**config.mk**
```make
export PLATFORM = sky130hd
export DESIGN_NAME = desc_chain_fetcher
export DESIGN_NICKNAME = d
export VERILOG_FILES = /design/src/rtl/dcf_pkg.sv /design/src/rtl/dcf_desc_regs.sv /design/src/rtl/dcf_beat_ctr.sv /design/src/rtl/desc_chain_fetcher.sv
export SDC_FILE = /design/constraint.sdc
export NUM_CORES = 1
export LEC_CHECK = 0
export BUFFER_PORTS_ARGS = -buffer_cell sky130_fd_sc_hd__buf_2
export CORE_MARGIN = 2
export CORE_UTILIZATION = 40
export CTS_CLUSTER_DIAMETER = 60
export DETAILED_ROUTE_END_ITERATION = 7
export SYNTH_ARGS = -nofsm -noshare
export SYNTH_HDL_FRONTEND = slang
export SYNTH_HIERARCHICAL = 1
export SYNTH_SLANG_ARGS = --single-unit
```
**constraint.sdc**
```tcl
create_clock -name clk -period 4.65 [get_ports clk]
set_input_delay 0.93 -clock clk [delete_from_list [all_inputs] [get_ports clk]]
set_output_delay 0.93 -clock clk [all_outputs]
set_load 0.05 [all_outputs]
```
**src/rtl/dcf_pkg.sv**
```systemverilog
package dcf_pkg;
    localparam int WORD_BYTES = 4;
    localparam int ALN_W      = $clog2(WORD_BYTES);
    localparam int DESC_WORDS = 8;
    localparam int IDX_W      = $clog2(DESC_WORDS);
    localparam int USER_W     = 9;
    localparam int NB_W       = ALN_W + 1;

    // word positions inside a descriptor
    localparam logic [IDX_W-1:0] IX_SRC  = 3'd0;
    localparam logic [IDX_W-1:0] IX_LEN  = 3'd1;
    localparam logic [IDX_W-1:0] IX_USER = 3'd4;
    localparam logic [IDX_W-1:0] IX_CTRL = 3'd6;
    localparam logic [IDX_W-1:0] IX_NEXT = 3'd7;

    // control word bit positions
    localparam int CB_LAST  = 0;
    localparam int CB_PAUSE = 1;
    localparam int CB_LDONE = 8;
    localparam int CB_DDONE = 9;
    localparam int CB_SDONE = 10;

    // user flag positions that are beat-qualified
    localparam int UB_SSTART = 1;
    localparam int UB_SEND   = 2;

    typedef struct packed {
        logic last;
        logic pause;
        logic ldone;
        logic ddone;
        logic sdone;
    } ctrl_t;

    typedef enum logic [3:0] {
        S_IDLE, S_FETCH, S_CHECK, S_HOLD, S_READ,
        S_SEND, S_WRAP, S_LERR, S_ZERR
    } fsm_t;

    // only the descriptor words that matter are visited
    function automatic logic [IDX_W-1:0] next_idx(input logic [IDX_W-1:0] i);
        case (i)
            IX_SRC:  return IX_LEN;
            IX_LEN:  return IX_USER;
            IX_USER: return IX_CTRL;
            default: return IX_NEXT;
        endcase
    endfunction
endpackage

```
**src/rtl/dcf_desc_regs.sv**
```systemverilog
module dcf_desc_regs
    import dcf_pkg::*;
#(
    parameter int ADDR_W = 32,
    parameter int LEN_W  = 32
) (
    input  logic              clk,
    input  logic              rst_n,
    input  logic              cap_en,
    input  logic [IDX_W-1:0]  cap_idx,
    input  logic [31:0]       cap_word,
    output logic [ADDR_W-1:0] src_addr,
    output logic [LEN_W-1:0]  src_len,
    output logic [USER_W-1:0] user,
    output ctrl_t             ctrl,
    output logic [ADDR_W-1:0] next_ptr
);
    always_ff @(posedge clk or negedge rst_n) begin
        if (!rst_n) begin
            src_addr <= '0;
            src_len  <= '0;
            user     <= '0;
            ctrl     <= '0;
            next_ptr <= '0;
        end else if (cap_en) begin
            case (cap_idx)
                IX_SRC:  src_addr <= cap_word[ADDR_W-1:0];
                IX_LEN:  src_len  <= cap_word[LEN_W-1:0];
                IX_USER: user     <= cap_word[USER_W-1:0];
                IX_CTRL: ctrl     <= '{last:  cap_word[CB_LAST],
                                       pause: cap_word[CB_PAUSE],
                                       ldone: cap_word[CB_LDONE],
                                       ddone: cap_word[CB_DDONE],
                                       sdone: cap_word[CB_SDONE]};
                IX_NEXT: next_ptr <= cap_word[ADDR_W-1:0];
                default: ;
            endcase
        end
    end
endmodule

```
**src/rtl/dcf_beat_ctr.sv**
```systemverilog
module dcf_beat_ctr
    import dcf_pkg::*;
#(
    parameter int ADDR_W = 32,
    parameter int LEN_W  = 32
) (
    input  logic              clk,
    input  logic              rst_n,
    input  logic              load,
    input  logic [ADDR_W-1:0] load_addr,
    input  logic [LEN_W-1:0]  load_len,
    input  logic              step,
    output logic [ADDR_W-1:0] cur_addr,
    output logic              first,
    output logic              final_beat,
    output logic [NB_W-1:0]   nbytes
);
    localparam logic [ADDR_W-1:0] A_STEP = ADDR_W'(WORD_BYTES);
    localparam logic [LEN_W-1:0]  L_STEP = LEN_W'(WORD_BYTES);

    logic [LEN_W-1:0] rem_q;

    always_ff @(posedge clk or negedge rst_n) begin
        if (!rst_n) begin
            cur_addr <= '0;
            rem_q    <= '0;
            first    <= 1'b0;
        end else if (load) begin
            cur_addr <= load_addr;
            rem_q    <= load_len;
            first    <= 1'b1;
        end else if (step) begin
            cur_addr <= cur_addr + A_STEP;
            rem_q    <= rem_q - L_STEP;
            first    <= 1'b0;
        end
    end

    assign final_beat = (rem_q <= L_STEP);
    always_comb begin
        if (final_beat && rem_q[ALN_W-1:0] != '0)
            nbytes = {1'b0, rem_q[ALN_W-1:0]};
        else
            nbytes = NB_W'(WORD_BYTES);
    end
endmodule

```
**src/rtl/desc_chain_fetcher.sv**
```systemverilog
module desc_chain_fetcher
    import dcf_pkg::*;
#(
    parameter int ADDR_W = 32,
    parameter int LEN_W  = 32
) (
    input  logic              clk,
    input  logic              rst_n,
    input  logic              start,
    input  logic              restart,
    input  logic [ADDR_W-1:0] list_base,
    output logic              mem_req,
    output logic [ADDR_W-1:0] mem_addr,
    input  logic              mem_ack,
    input  logic [31:0]       mem_rdata,
    output logic              out_valid,
    input  logic              out_ready,
    output logic [31:0]       out_data,
    output logic              out_first,
    output logic              out_last,
    output logic [2:0]        out_nbytes,
    output logic [8:0]        out_user,
    output logic              busy,
    output logic              paused,
    output logic              evt_list_done,
    output logic              evt_src_done,
    output logic              evt_dst_done,
    output logic              evt_zero_len,
    output logic              evt_list_err
);
    fsm_t              state_q, state_d;
    logic [ADDR_W-1:0] ptr_q;
    logic [IDX_W-1:0]  idx_q;
    logic [31:0]       data_q;

    logic [ADDR_W-1:0] d_src, d_next, b_addr;
    logic [LEN_W-1:0]  d_len;
    logic [USER_W-1:0] d_user;
    ctrl_t             d_ctrl;
    logic              b_first, b_final;
    logic [NB_W-1:0]   b_nbytes;
    logic              base_bad, desc_bad, len_zero;

    assign base_bad = list_base[ALN_W-1:0] != '0;
    assign len_zero = d_len == '0;
    assign desc_bad = (d_src[ALN_W-1:0] != '0) ||
                      (!d_ctrl.last && d_next[ALN_W-1:0] != '0);

    dcf_desc_regs #(.ADDR_W(ADDR_W), .LEN_W(LEN_W)) u_desc (
        .clk      (clk),
        .rst_n    (rst_n),
        .cap_en   (state_q == S_FETCH && mem_ack),
        .cap_idx  (idx_q),
        .cap_word (mem_rdata),
        .src_addr (d_src),
        .src_len  (d_len),
        .user     (d_user),
        .ctrl     (d_ctrl),
        .next_ptr (d_next)
    );

    dcf_beat_ctr #(.ADDR_W(ADDR_W), .LEN_W(LEN_W)) u_beat (
        .clk        (clk),
        .rst_n      (rst_n),
        .load       (state_q == S_CHECK),
        .load_addr  (d_src),
        .load_len   (d_len),
        .step       (state_q == S_SEND && out_ready && !b_final),
        .cur_addr   (b_addr),
        .first      (b_first),
        .final_beat (b_final),
        .nbytes     (b_nbytes)
    );

    // state register
    always_ff @(posedge clk or negedge rst_n) begin
        if (!rst_n) state_q <= S_IDLE;
        else        state_q <= state_d;
    end

    // transitions
    always_comb begin
        state_d = state_q;
        unique case (state_q)
            S_IDLE:  if (start) state_d = base_bad ? S_LERR : S_FETCH;
            S_FETCH: if (mem_ack && idx_q == IX_NEXT) state_d = S_CHECK;
            S_CHECK: begin
                if (len_zero)          state_d = S_ZERR;
                else if (desc_bad)     state_d = S_LERR;
                else if (d_ctrl.pause) state_d = S_HOLD;
                else                   state_d = S_READ;
            end
            S_HOLD:  if (restart) state_d = S_READ;
            S_READ:  if (mem_ack) state_d = S_SEND;
            S_SEND:  if (out_ready) state_d = b_final ? S_WRAP : S_READ;
            S_WRAP:  state_d = d_ctrl.last ? S_IDLE : S_FETCH;
            S_LERR:  state_d = S_IDLE;
            S_ZERR:  state_d = S_IDLE;
            default: state_d = S_IDLE;
        endcase
    end

    // list pointer, word index and beat holding register
    always_ff @(posedge clk or negedge rst_n) begin
        if (!rst_n) begin
            ptr_q  <= '0;
            idx_q  <= IX_SRC;
            data_q <= '0;
        end else begin
            if (state_q == S_IDLE && start) begin
                ptr_q <= list_base;
                idx_q <= IX_SRC;
            end
            if (state_q == S_FETCH && mem_ack) idx_q <= next_idx(idx_q);
            if (state_q == S_WRAP && !d_ctrl.last) begin
                ptr_q <= d_next;
                idx_q <= IX_SRC;
            end
            if (state_q == S_READ && mem_ack) data_q <= mem_rdata;
        end
    end

    // outputs
    always_comb begin
        mem_req       = 1'b0;
        mem_addr      = ptr_q + ADDR_W'({idx_q, {ALN_W{1'b0}}});
        out_valid     = 1'b0;
        paused        = 1'b0;
        evt_list_done = 1'b0;
        evt_src_done  = 1'b0;
        evt_dst_done  = 1'b0;
        evt_zero_len  = 1'b0;
        evt_list_err  = 1'b0;
        unique case (state_q)
            S_FETCH: mem_req = 1'b1;
            S_READ: begin
                mem_req  = 1'b1;
                mem_addr = b_addr;
            end
            S_SEND:  out_valid = 1'b1;
            S_HOLD:  paused = 1'b1;
            S_WRAP: begin
                evt_list_done = d_ctrl.last && d_ctrl.ldone;
                evt_src_done  = d_ctrl.sdone;
                evt_dst_done  = d_ctrl.ddone;
            end
            S_LERR:  evt_list_err = 1'b1;
            S_ZERR:  evt_zero_len = 1'b1;
            default: ;
        endcase
    end

    assign busy       = state_q != S_IDLE;
    assign out_data   = data_q;
    assign out_first  = b_first;
    assign out_last   = b_final;
    assign out_nbytes = b_nbytes;

    // per-bit user forwarding: string start/end bits qualified by beat position
    for (genvar i = 0; i < USER_W; i++) begin : g_user
        if (i == UB_SSTART) begin : g_ss
            assign out_user[i] = d_user[i] & b_first;
        end else if (i == UB_SEND) begin : g_se
            assign out_user[i] = d_user[i] & b_final;
        end else begin : g_pl
            assign out_user[i] = d_user[i];
        end
    end
endmodule

```
==> results of run 1 <==
-- layout make-up --
type	instances	share of cell area (%)
Sequential cell	246	43.3
Tap cell	390	3.43
Clock buffer	36	5.57
Multi-Input combinational cell	791	39.7
Inverter	15	0.396
Timing Repair Buffer	169	6.34
Clock inverter	16	1.21
-- routing by layer --
metal | share of wire, % | vias to the layer above | track usage (%)
met1 | 48 | 4588 | 31.1
met2 | 44 | 258 | 32.1
li1 | - | 4341 | -
met5 | 0 | - | 0
met4 | 2.0 | 0 | 4.95
met3 | 5.6 | 39 | 2.46
-- stage by stage --
stage | utilization, % | power (mW) | hold WS (ps) | setup WS (ps)
2_1_floorplan | - | 7.32 | 448 | 805
3_3_place_gp | 44.6 | 8.51 | 461 | 1020
3_5_place_dp | 44.6 | 8.60 | 468 | 924
4_1_cts | 47.8 | 10.9 | 435 | 347
5_1_grt | 47.8 | 11.5 | 453 | 171
6_report | 47.8 | 10.8 | 382 | 372
-- registers in the layout, summed over array words and instances (netlist names) --
name             cells
u_beat/rem_q        32
idx_q                3
state_q              4
u_desc/next_ptr     32
ptr_q               32
u_desc/user          9
u_desc/src_len      32
u_desc/ctrl          5
u_desc/src_addr     32
u_beat/first         1
u_beat/cur_addr     32
out_data            32
-- logic make-up after synthesis --
logic type	after synthesis	synth area share, %
simple gates	376	16.7
flops	246	50.9
compound gates	179	8.88
mux	177	16.1
buf+inv	77	2.94
xor+xnor	52	3.76
fa+ha+maj	7	0.786
-- worst paths after layout --
path	endpoint	slack (ps)
setup / recovery	out_user[2]	370
hold / removal	idx_q[0]$_DFFE_PN0P_	380
setup reg to reg	u_beat/cur_addr[20]$_DFFE_PN0N_	1010
hold reg to reg	u_beat/cur_addr[11]$_DFFE_PN0N_	470
max in group asynchronous	u_beat/cur_addr[28]$_DFFE_PN0N_	3150
min in group clk	u_beat/cur_addr[11]$_DFFE_PN0N_	470
-- power by group --
group | leakage (nW) | switching, mW | internal (mW) | total (mW)
Sequential | 3.06 | 0.886 | 3.03 | 3.91
Clock | 0.474 | 0.913 | 1.37 | 2.29
Combinational | 2.85 | 3.12 | 1.53 | 4.65
-- cell usage in the layout, fill, tap and decap left out, types with 13 or more instances in the layout --
cell / netlist / routed
a21oi_1: 40 / 40
a31oi_1: 28 / 28
buf_2: 13 / 155
clkbuf_16: 0 / 29
dfrtp_1: 246 / 246
inv_1: 13 / 13
mux2_1: 36 / 36
mux2_2: 108 / 108
mux2i_1: 33 / 33
nand2_1: 100 / 99
nand3_1: 27 / 26
nand4_1: 23 / 23
nor2_1: 88 / 88
nor3_1: 19 / 19
nor4_1: 17 / 17
o21ai_0: 53 / 53
o31ai_1: 20 / 20
or4_1: 34 / 34
xnor2_1: 35 / 35
xor2_1: 17 / 17
==> results.toml, run 1 <==
[sta]
setup_tns_ps = 0
setup_viol = 0
slew_headroom_pct = 35.5
slew_viol_final = 0
worstMarginPinSlew_ps = 965
skew_ps = 18.6
period_share_pct = 92.0
rsz0062_at_grt = "false"
finalCriticalPeriod_ps = 4280
fmax_mhz = 234
hold_viol = 0

[status]
status = "finished, final reports clean"

[yosys]
synthArstFlopShare_pct = 100
synth_area_leader_cell = "dfrtp_1"
synth-edff-count = 0
synth-seq-area-share_pct = 50.9
syn_nets = 1191
ys_types = 67
yosysMostFrequentCell = "dfrtp_1"
synth-seq-cells = 246
avgSynthCellArea_um2 = 10.9
netlist_area_um2 = 12100
synth_top_area_share_pct = 50.9
synth_warnings = 6
synth_cells = 1114
synthTopCellsByCount = "246 x dfrtp_1, 108 x mux2_2, 100 x nand2_1"
synth_area_leaders = "dfrtp_1 51%, mux2_2 10%, mux2_1 3.3%"
synth_flop_cell = "dfrtp_1"

[layout]
nets = 1328
multi_input_area_um2 = 5650
drive_above_1_share_pct = 27.6
diodes = 0
ff_latch_area_um2 = 6160
final_area_um2 = 14200
fill_cells = 2766
instances_no_fill = 1663
area_growth_pct = 17.4

[routing]
dr.pass1.iters = 7
route.detailed.drc = 0
routed_wl_um = 32800
drt_iter0_markers = 640
wl_per_cell_um = 19.7
viasPerCell = 5.55
ant_nets = 0
dr_total_vias = 9226

[grt]
grt_max_degree = 96
grt_pass1_vias = 8942
grt_use_total_pct = 20.8
grt_pass1_wl_um = 51200
grt_overflow = 0
antenna_found_initial = 4

[critical_path]
crit_fanout = 10
path_buf_inv = 1
arrival_ps = 3350
cp_slowest_stage_delay_ps = 700
startpoint_type = "flop"
worst-setup-path-type = "reg -> out"
cp_top_family = "simple AND/OR/NAND/NOR gates"
worst_path_max_delay_cell = "or4_1"
worstPathRequired_ps = 3720
critical_path.cell_chain = "or4_1 > nor4b_1 > nand3_1 > nor2_1 > and2_1 > buf_2"
startpoint = "u_beat/rem_q[7]$_DFFE_PN0N_"
crit_path_end_kind = "output pin"
r2r-start = "u_beat/rem_q[7]$_DFFE_PN0N_"
reg2reg_depth = 9
cp.depth = 6

[die]
start_util_pct = 40.7
die_y_um = 178
rows = 63
io_pins = 157
die_x_um = 178
die_area_um2 = 31700
core_um2 = 29700

[clocking]
clock_path_buffers = 3
cts_num_sinks = 246
clk_pin_slew_ps = 60
cts_setup_buffers = 0
hold_buffers = 0
root_buffer = "clkbuf_16"
post_cts_resized = 0
clock_latency_ps = 550
cts_tree = "yes"
cts_max_level = 1
cts_buffers = 28

[placement]
postPlaceCellArea_um2 = 13200
dp_cells = 1611
gp_congestion = 0.863
numPortBuffers = 156
post-dp-hpwl_um = 22900

[hold_path]
worstHoldPathType = "in -> async"

[power]
cellPowerDensity_nw_per_um2 = 763
vdd_drop_max_mv = 0.374
p_leak_nw = 6.38

[run]
drv_cap = 0
Note: power is estimated with default switching activity, not from simulation.
==> run 2, diff against run 1 <==
--- a/config.mk
+++ b/config.mk
@@ -12,2 +12,3 @@
 export DETAILED_ROUTE_END_ITERATION = 7
+export RECOVER_POWER = 50
 export SYNTH_ARGS = -nofsm -noshare
==> constraint.sdc (replaced) <==
create_clock -name clk -period 4.65 [get_ports clk]
set_input_delay 0.6975 -clock clk [delete_from_list [all_inputs] [get_ports clk]]
set_output_delay 0.6975 -clock clk [all_outputs]
set_load 0.05 [all_outputs]
==> run 2 against run 1 <==
Compared with the run above: the run now ends with capacitance limit, slew limit left; clock power is 3% lower; critical path type unchanged; core utilization fell by 0.31 points; sequential cell count is the same.
==> results.toml, run 2 (synthesized netlist as in run 1, its figures left out) <==
[status]
failed_checks = "capacitance limit, slew limit"
status = "complete, but fails checks"

[layout]
final_cell_mix = "246 x dfrtp_1, 115 x buf_2, 108 x mux2_2"
layout_commonest_cell = "dfrtp_1"
area_growth_pct = 16.7
final_area_um2 = 14100
drive_above_1_share_pct = 23.9
nets = 1327
diodes = 0
post-route-util_pct = 47.5

[sta]
period_share_pct = 84.4
hold_viol = 0
rsz0062_at_grt = "false"
finalCriticalPeriod_ps = 3920
setup_viol = 0
fmax_mhz = 255
slew_headroom_pct = -122
setup_tns_ps = 0
worstMarginPinSlew_ps = 3320
hold_ws_ps = 463
skew_ps = 10.9
slew_viol_final = 128

[clocking]
hold_buffers = 0
clock_path_buffers = 3
cts_buffers = 29
clock_latency_ps = 540
clk_pin_slew_ps = 60
cts_num_sinks = 246
root_buffer = "clkbuf_16"
post_cts_resized = 0
cts_tree = "yes"
cts_setup_buffers = 0
cts_max_level = 1

[critical_path]
crit_fanout = 10
worst-setup-path-type = "reg -> out"
worstPathRequired_ps = 3950
arrival_ps = 3230
crit_path_end_kind = "output pin"
r2r_slack_ps = 980
startpoint_type = "flop"

[routing]
dr_total_vias = 9198
routed_wl_um = 32400
wl_per_cell_um = 19.5
route.detailed.drc = 0
viasPerCell = 5.53
drt_iter0_markers = 657
ant_nets = 0
dr.pass1.iters = 7

[power]
p_clk_share_pct = 20.6
p_seq_share_pct = 36.4
switchingPower_mw = 4.92
p_total_mw = 10.7
cellPowerDensity_nw_per_um2 = 761
vdd_drop_max_mv = 0.439
intPower_mw = 5.83
p_leak_nw = 6.24
sw_frac_of_total_pct = 45.8
pwr-share-comb_pct = 42.9

[grt]
antenna_found_initial = 2
grt_overflow = 0
grt_pass1_wl_um = 51100
grt_pass1_vias = 8886
grt_use_total_pct = 20.6
grt_max_degree = 129

[die]
io_pins = 157
start_util_pct = 40.7
core_um2 = 29700
die_x_um = 178
die_y_um = 178
rows = 63
die_area_um2 = 31700

[run]
drv_cap = 1

[hold_path]
worstHoldPathType = "in -> reg"

[placement]
gp_congestion = 0.855
post-dp-hpwl_um = 22700
numPortBuffers = 156
postPlaceCellArea_um2 = 13200
-- run 2: cell types whose count changed in the layout (fill, tap and decap cells not counted), moves of 2 or more --
cell       before  now
clkbuf_1        3   48
buf_2         155  115
clkinv_2        8    3
buf_4          12    8
clkbuf_8        4    7
bufinv_16       3    1
clkbuf_2        0    2
clkinv_4        0    2
-- run 2: routing by layer --
| layer | wire (µm) | up-vias | global-route usage [%] |
|---|---|---|---|
| met5 | 0 | - | 0 |
| met4 | 509 | 0 | 4.30 |
| met3 | 1910 | 30 | 2.53 |
| met2 | 14400 | 266 | 31.4 |
| met1 | 15600 | 4569 | 31.5 |
| li1 | - | 4333 | - |
-- run 2: area by class of cell --
class                      count  area [µm²]
fill                        2812       15600
sequential                   246        6160
multi-input combinational    791        5640
clock buffer                  44         852
timing repair buffer         167         836
tap                          390         488
clock inverter                 9        88.8
inverter                      15        56.3
-- run 2: final timing paths --
| kind | from | endpoint | depth (start not counted) |
|---|---|---|---|
| hold reg to reg | u_desc/src_addr[2]$_DFFE_PN0P_ | u_beat/cur_addr[2]$_DFFE_PN0N_ | 2 |
| min in group asynchronous | rst_n | ptr_q[2]$_DFFE_PN0P_ | 1 |
| max in group asynchronous | rst_n | u_desc/user[1]$_DFFE_PN0P_ | 2 |
| setup / recovery | u_beat/rem_q[6]$_DFFE_PN0N_ | out_user[2] | 6 |
| setup reg to reg | u_beat/rem_q[4]$_DFFE_PN0N_ | u_beat/rem_q[25]$_DFFE_PN0N_ | 9 |
| hold / removal | list_base[17] | ptr_q[17]$_DFFE_PN0P_ | 3 |
-- run 2: per-stage QoR --
step	cells	setup slack [ps]
floorplan	1114	1040
global placement	1609	1020
detailed placement	1609	971
CTS	1662	665
global route	1662	500
finish	1662	727
-- run 2: worst max-delay path: stages (launching register included) --
cell	delay (ps)
dfrtp_1	400
or4_1	680
nor4b_1	600
nand3_1	140
nor2_1	400
and2_1	200
buf_2	270
-- run 2: power groups by stage --
stage	sequential, mW	combinational, mW	clock (mW)
2_1_floorplan	4.24	3.08	0
3_3_place_gp	3.90	4.61	0
3_5_place_dp	3.93	4.68	0
4_1_cts	3.90	4.69	2.28
5_1_grt	4.06	4.98	2.36
6_report	3.92	4.62	2.22
==> run 3, diff against run 2 <==
Settings changed: ABC_AREA from default to 1.
Clock period 4.65 ns to 3.7 ns, I/O delays scaled along.
==> run 3 against run 2 <==
Compared with the run above: the run still ends with capacitance limit, slew limit left; non-clock buffer count grew 5; clock power grew 57%; global-route usage grew 4.0 points; hold slack lost 200 ps; sequential cell count is the same; count of clock-buffer cells in the layout shrank 12; synthesized cell count grew 59%; power grew 38%; largest cell class is now multi-input combinational cells; highest routed layer is now met5.
==> results.toml, run 3 <==
[yosys]
synth_area_leaders = "dfrtp_1 46%, nand2_1 18%, nor2_1 5.8%"
synthTopCellsByCount = "658 x nand2_1, 246 x dfrtp_1, 208 x nor2_1"
synth_area_leader_cell = "dfrtp_1"
synth_flop_cell = "dfrtp_1"
synth_top_area_share_pct = 45.8
synth-seq-area-share_pct = 45.8
avgSynthCellArea_um2 = 7.57
synthArstFlopShare_pct = 100
yosysMostFrequentCell = "nand2_1"
synth_warnings = 6
syn_nets = 1851
synth-edff-count = 0
synth-seq-cells = 246
netlist_area_um2 = 13400
synth_cells = 1774
ys_types = 43

[layout]
ff_latch_area_um2 = 6160
area_growth_pct = 17.2
layout_commonest_cell = "nand2_1"
fill_cells = 3332
drive_above_1_share_pct = 13.5
nets = 1990
post-route-util_pct = 47.3
final_cell_mix = "658 x nand2_1, 246 x dfrtp_1, 206 x nor2_1"
multi_input_area_um2 = 6520

[placement]
gp_congestion = 0.965
numPortBuffers = 156
post-dp-hpwl_um = 31200

[sta]
setup_viol = 0
hold_viol = 0
fmax_mhz = 288
slew_viol_final = 91
period_share_pct = 93.8
setup_tns_ps = 0
skew_ps = 13.9
rsz0062_at_grt = "false"
finalCriticalPeriod_ps = 3470
worstMarginPinSlew_ps = 2340
slew_headroom_pct = -56.1

[critical_path]
path_buf_inv = 2
worstPathRequired_ps = 3140
worst_path_max_delay_cell = "dfrtp_1"
startpoint_type = "flop"
critical_path.cell_chain = "ha_1 > fa_1 > nand2_1 > nand2_1 > nand2_1 > inv_1 > nand2_1 > xor2_1 > o21ai_0 > buf_2"
r2r_slack_ps = 490
worst-setup-path-type = "reg -> out"
arrival_ps = 2920
crit_fanout = 8
crit_path_end_kind = "output pin"
cp_slowest_stage_delay_ps = 480
path_common_cell = "nand2_1"
cp_top_family = "adder cells"

[clocking]
clock_path_buffers = 3
cts_max_level = 1
hold_buffers = 0
cts_num_sinks = 246
cts_tree = "yes"
root_buffer = "clkbuf_16"
clk_pin_slew_ps = 60
clock_latency_ps = 560
cts_buffers = 31

[routing]
ant_nets = 0
viasPerCell = 5.27
routed_wl_um = 43900
dr_total_vias = 12600
drt_iter0_markers = 1182
dr.pass1.iters = 5
wl_per_cell_um = 18.4
route.detailed.drc = 0

[grt]
antenna_found_initial = 2
grt_pass1_vias = 12000
grt_overflow = 0
grt_max_degree = 91
grt_pass1_wl_um = 68700
grt_use_total_pct = 24.7

[status]
failed_checks = "capacitance limit, slew limit"
status = "complete, but fails checks"

[die]
start_util_pct = 40.4
io_pins = 157
core_um2 = 33300
rows = 67
die_y_um = 187
die_area_um2 = 35100
die_x_um = 187

[run]
drv_cap = 1

[hold_path]
worstHoldPathType = "in -> reg"

[power]
p_leak_nw = 7.86
vdd_drop_max_mv = 0.647
cellPowerDensity_nw_per_um2 = 943
run 3: cell count changes after synthesis, sizes merged, moves of 44 or more:
cell and delta:
inv +111, mux2 -112, nand2 +561, nand3 +111, a22oi +44, nor2 +140
run 3: cells by family after synthesis:
group           after synthesis  share of synthesized area (%)
compound gates              196                           8.81
xor+xnor                     26                           1.69
fa+ha+maj                     7                          0.708
buf+inv                     191                           5.93
flops                       246                           45.8
mux                          32                           3.52
simple gates               1076                           33.5
run 3: cell type report:
cell class                      count  share of cell area (%)
Tap cell                          448                    3.56
Sequential cell                   246                    39.1
Multi-Input combinational cell   1337                    41.4
Clock inverter                     25                    2.54
Timing Repair Buffer              172                    5.40
Inverter                          125                    3.00
Antenna cell                        1                  0.0159
Clock buffer                       32                    5.01
run 3: timing repair:
item                       in CTS  in global routing
setup endpoints to repair       0                  2
buffers inserted                0                  0
resized for setup               0                  2
run 3: worst paths after layout:
| path | start | endpoint | cells after the start |
|---|---|---|---|
| max in group asynchronous | rst_n | u_desc/next_ptr[15]$_DFFE_PN0P_ | 2 |
| worst min register to register | u_desc/src_addr[15]$_DFFE_PN0P_ | u_desc/src_addr[15]$_DFFE_PN0P_ | 2 |
| min in group asynchronous | rst_n | state_q[3]$_DFFE_PN0P_ | 1 |
| worst max register to register | u_beat/rem_q[2]$_DFFE_PN0N_ | u_beat/cur_addr[15]$_DFFE_PN0N_ | 13 |
| worst max-delay path | idx_q[0]$_DFFE_PN0P_ | mem_addr[10] | 10 |
| worst min-delay path | restart | state_q[1]$_DFFE_PN0P_ | 4 |
run 3: metrics by stage:
step / cell area (µm²) / hold slack, ps / setup WS, ps / power [mW] / cells
2_1_floorplan: 13400 / 259 / 405 / 9.50 / 1774
3_3_place_gp: 14600 / 454 / 773 / 11.3 / 2328
3_5_place_dp: 14600 / 459 / 593 / 11.4 / 2328
4_1_cts: 15800 / 27.2 / 198 / 14.9 / 2385
5_1_grt: 15700 / 287 / 21.6 / 15.8 / 2385
6_report: 15700 / 261 / 230 / 14.9 / 2386
run 3: worst register-to-register path, stage by stage, from the launching register on:
cell and delay (ps):
dfrtp_1 380, inv_1 130, ha_1 250, inv_1 100, nor2_1 180, inv_1 70
nand2_1 70, nand3_1 100, nor2_1 230, nor3_1 190, nor2_4 740, buf_4 430
a22oi_1 110, o21ai_1 120
run 3: power by group:
part | internal (mW) | total [mW] | leakage (nW) | switching (mW)
logic | 1.84 | 6.67 | 4.13 | 4.83
registers | 3.69 | 4.70 | 3.16 | 1.00
clock network | 2.20 | 3.49 | 0.572 | 1.29
run 3: per-layer routing:
| layer | global-route usage, % | share of wire [%] | vias up |
|---|---|---|---|
| li1 | - | - | 6033 |
| met1 | 35.6 | 46 | 6044 |
| met2 | 39.7 | 46 | 412 |
| met3 | 2.59 | 5.4 | 75 |
| met4 | 6.53 | 2.6 | 2 |
| met5 | 0 | 0.030 | - |
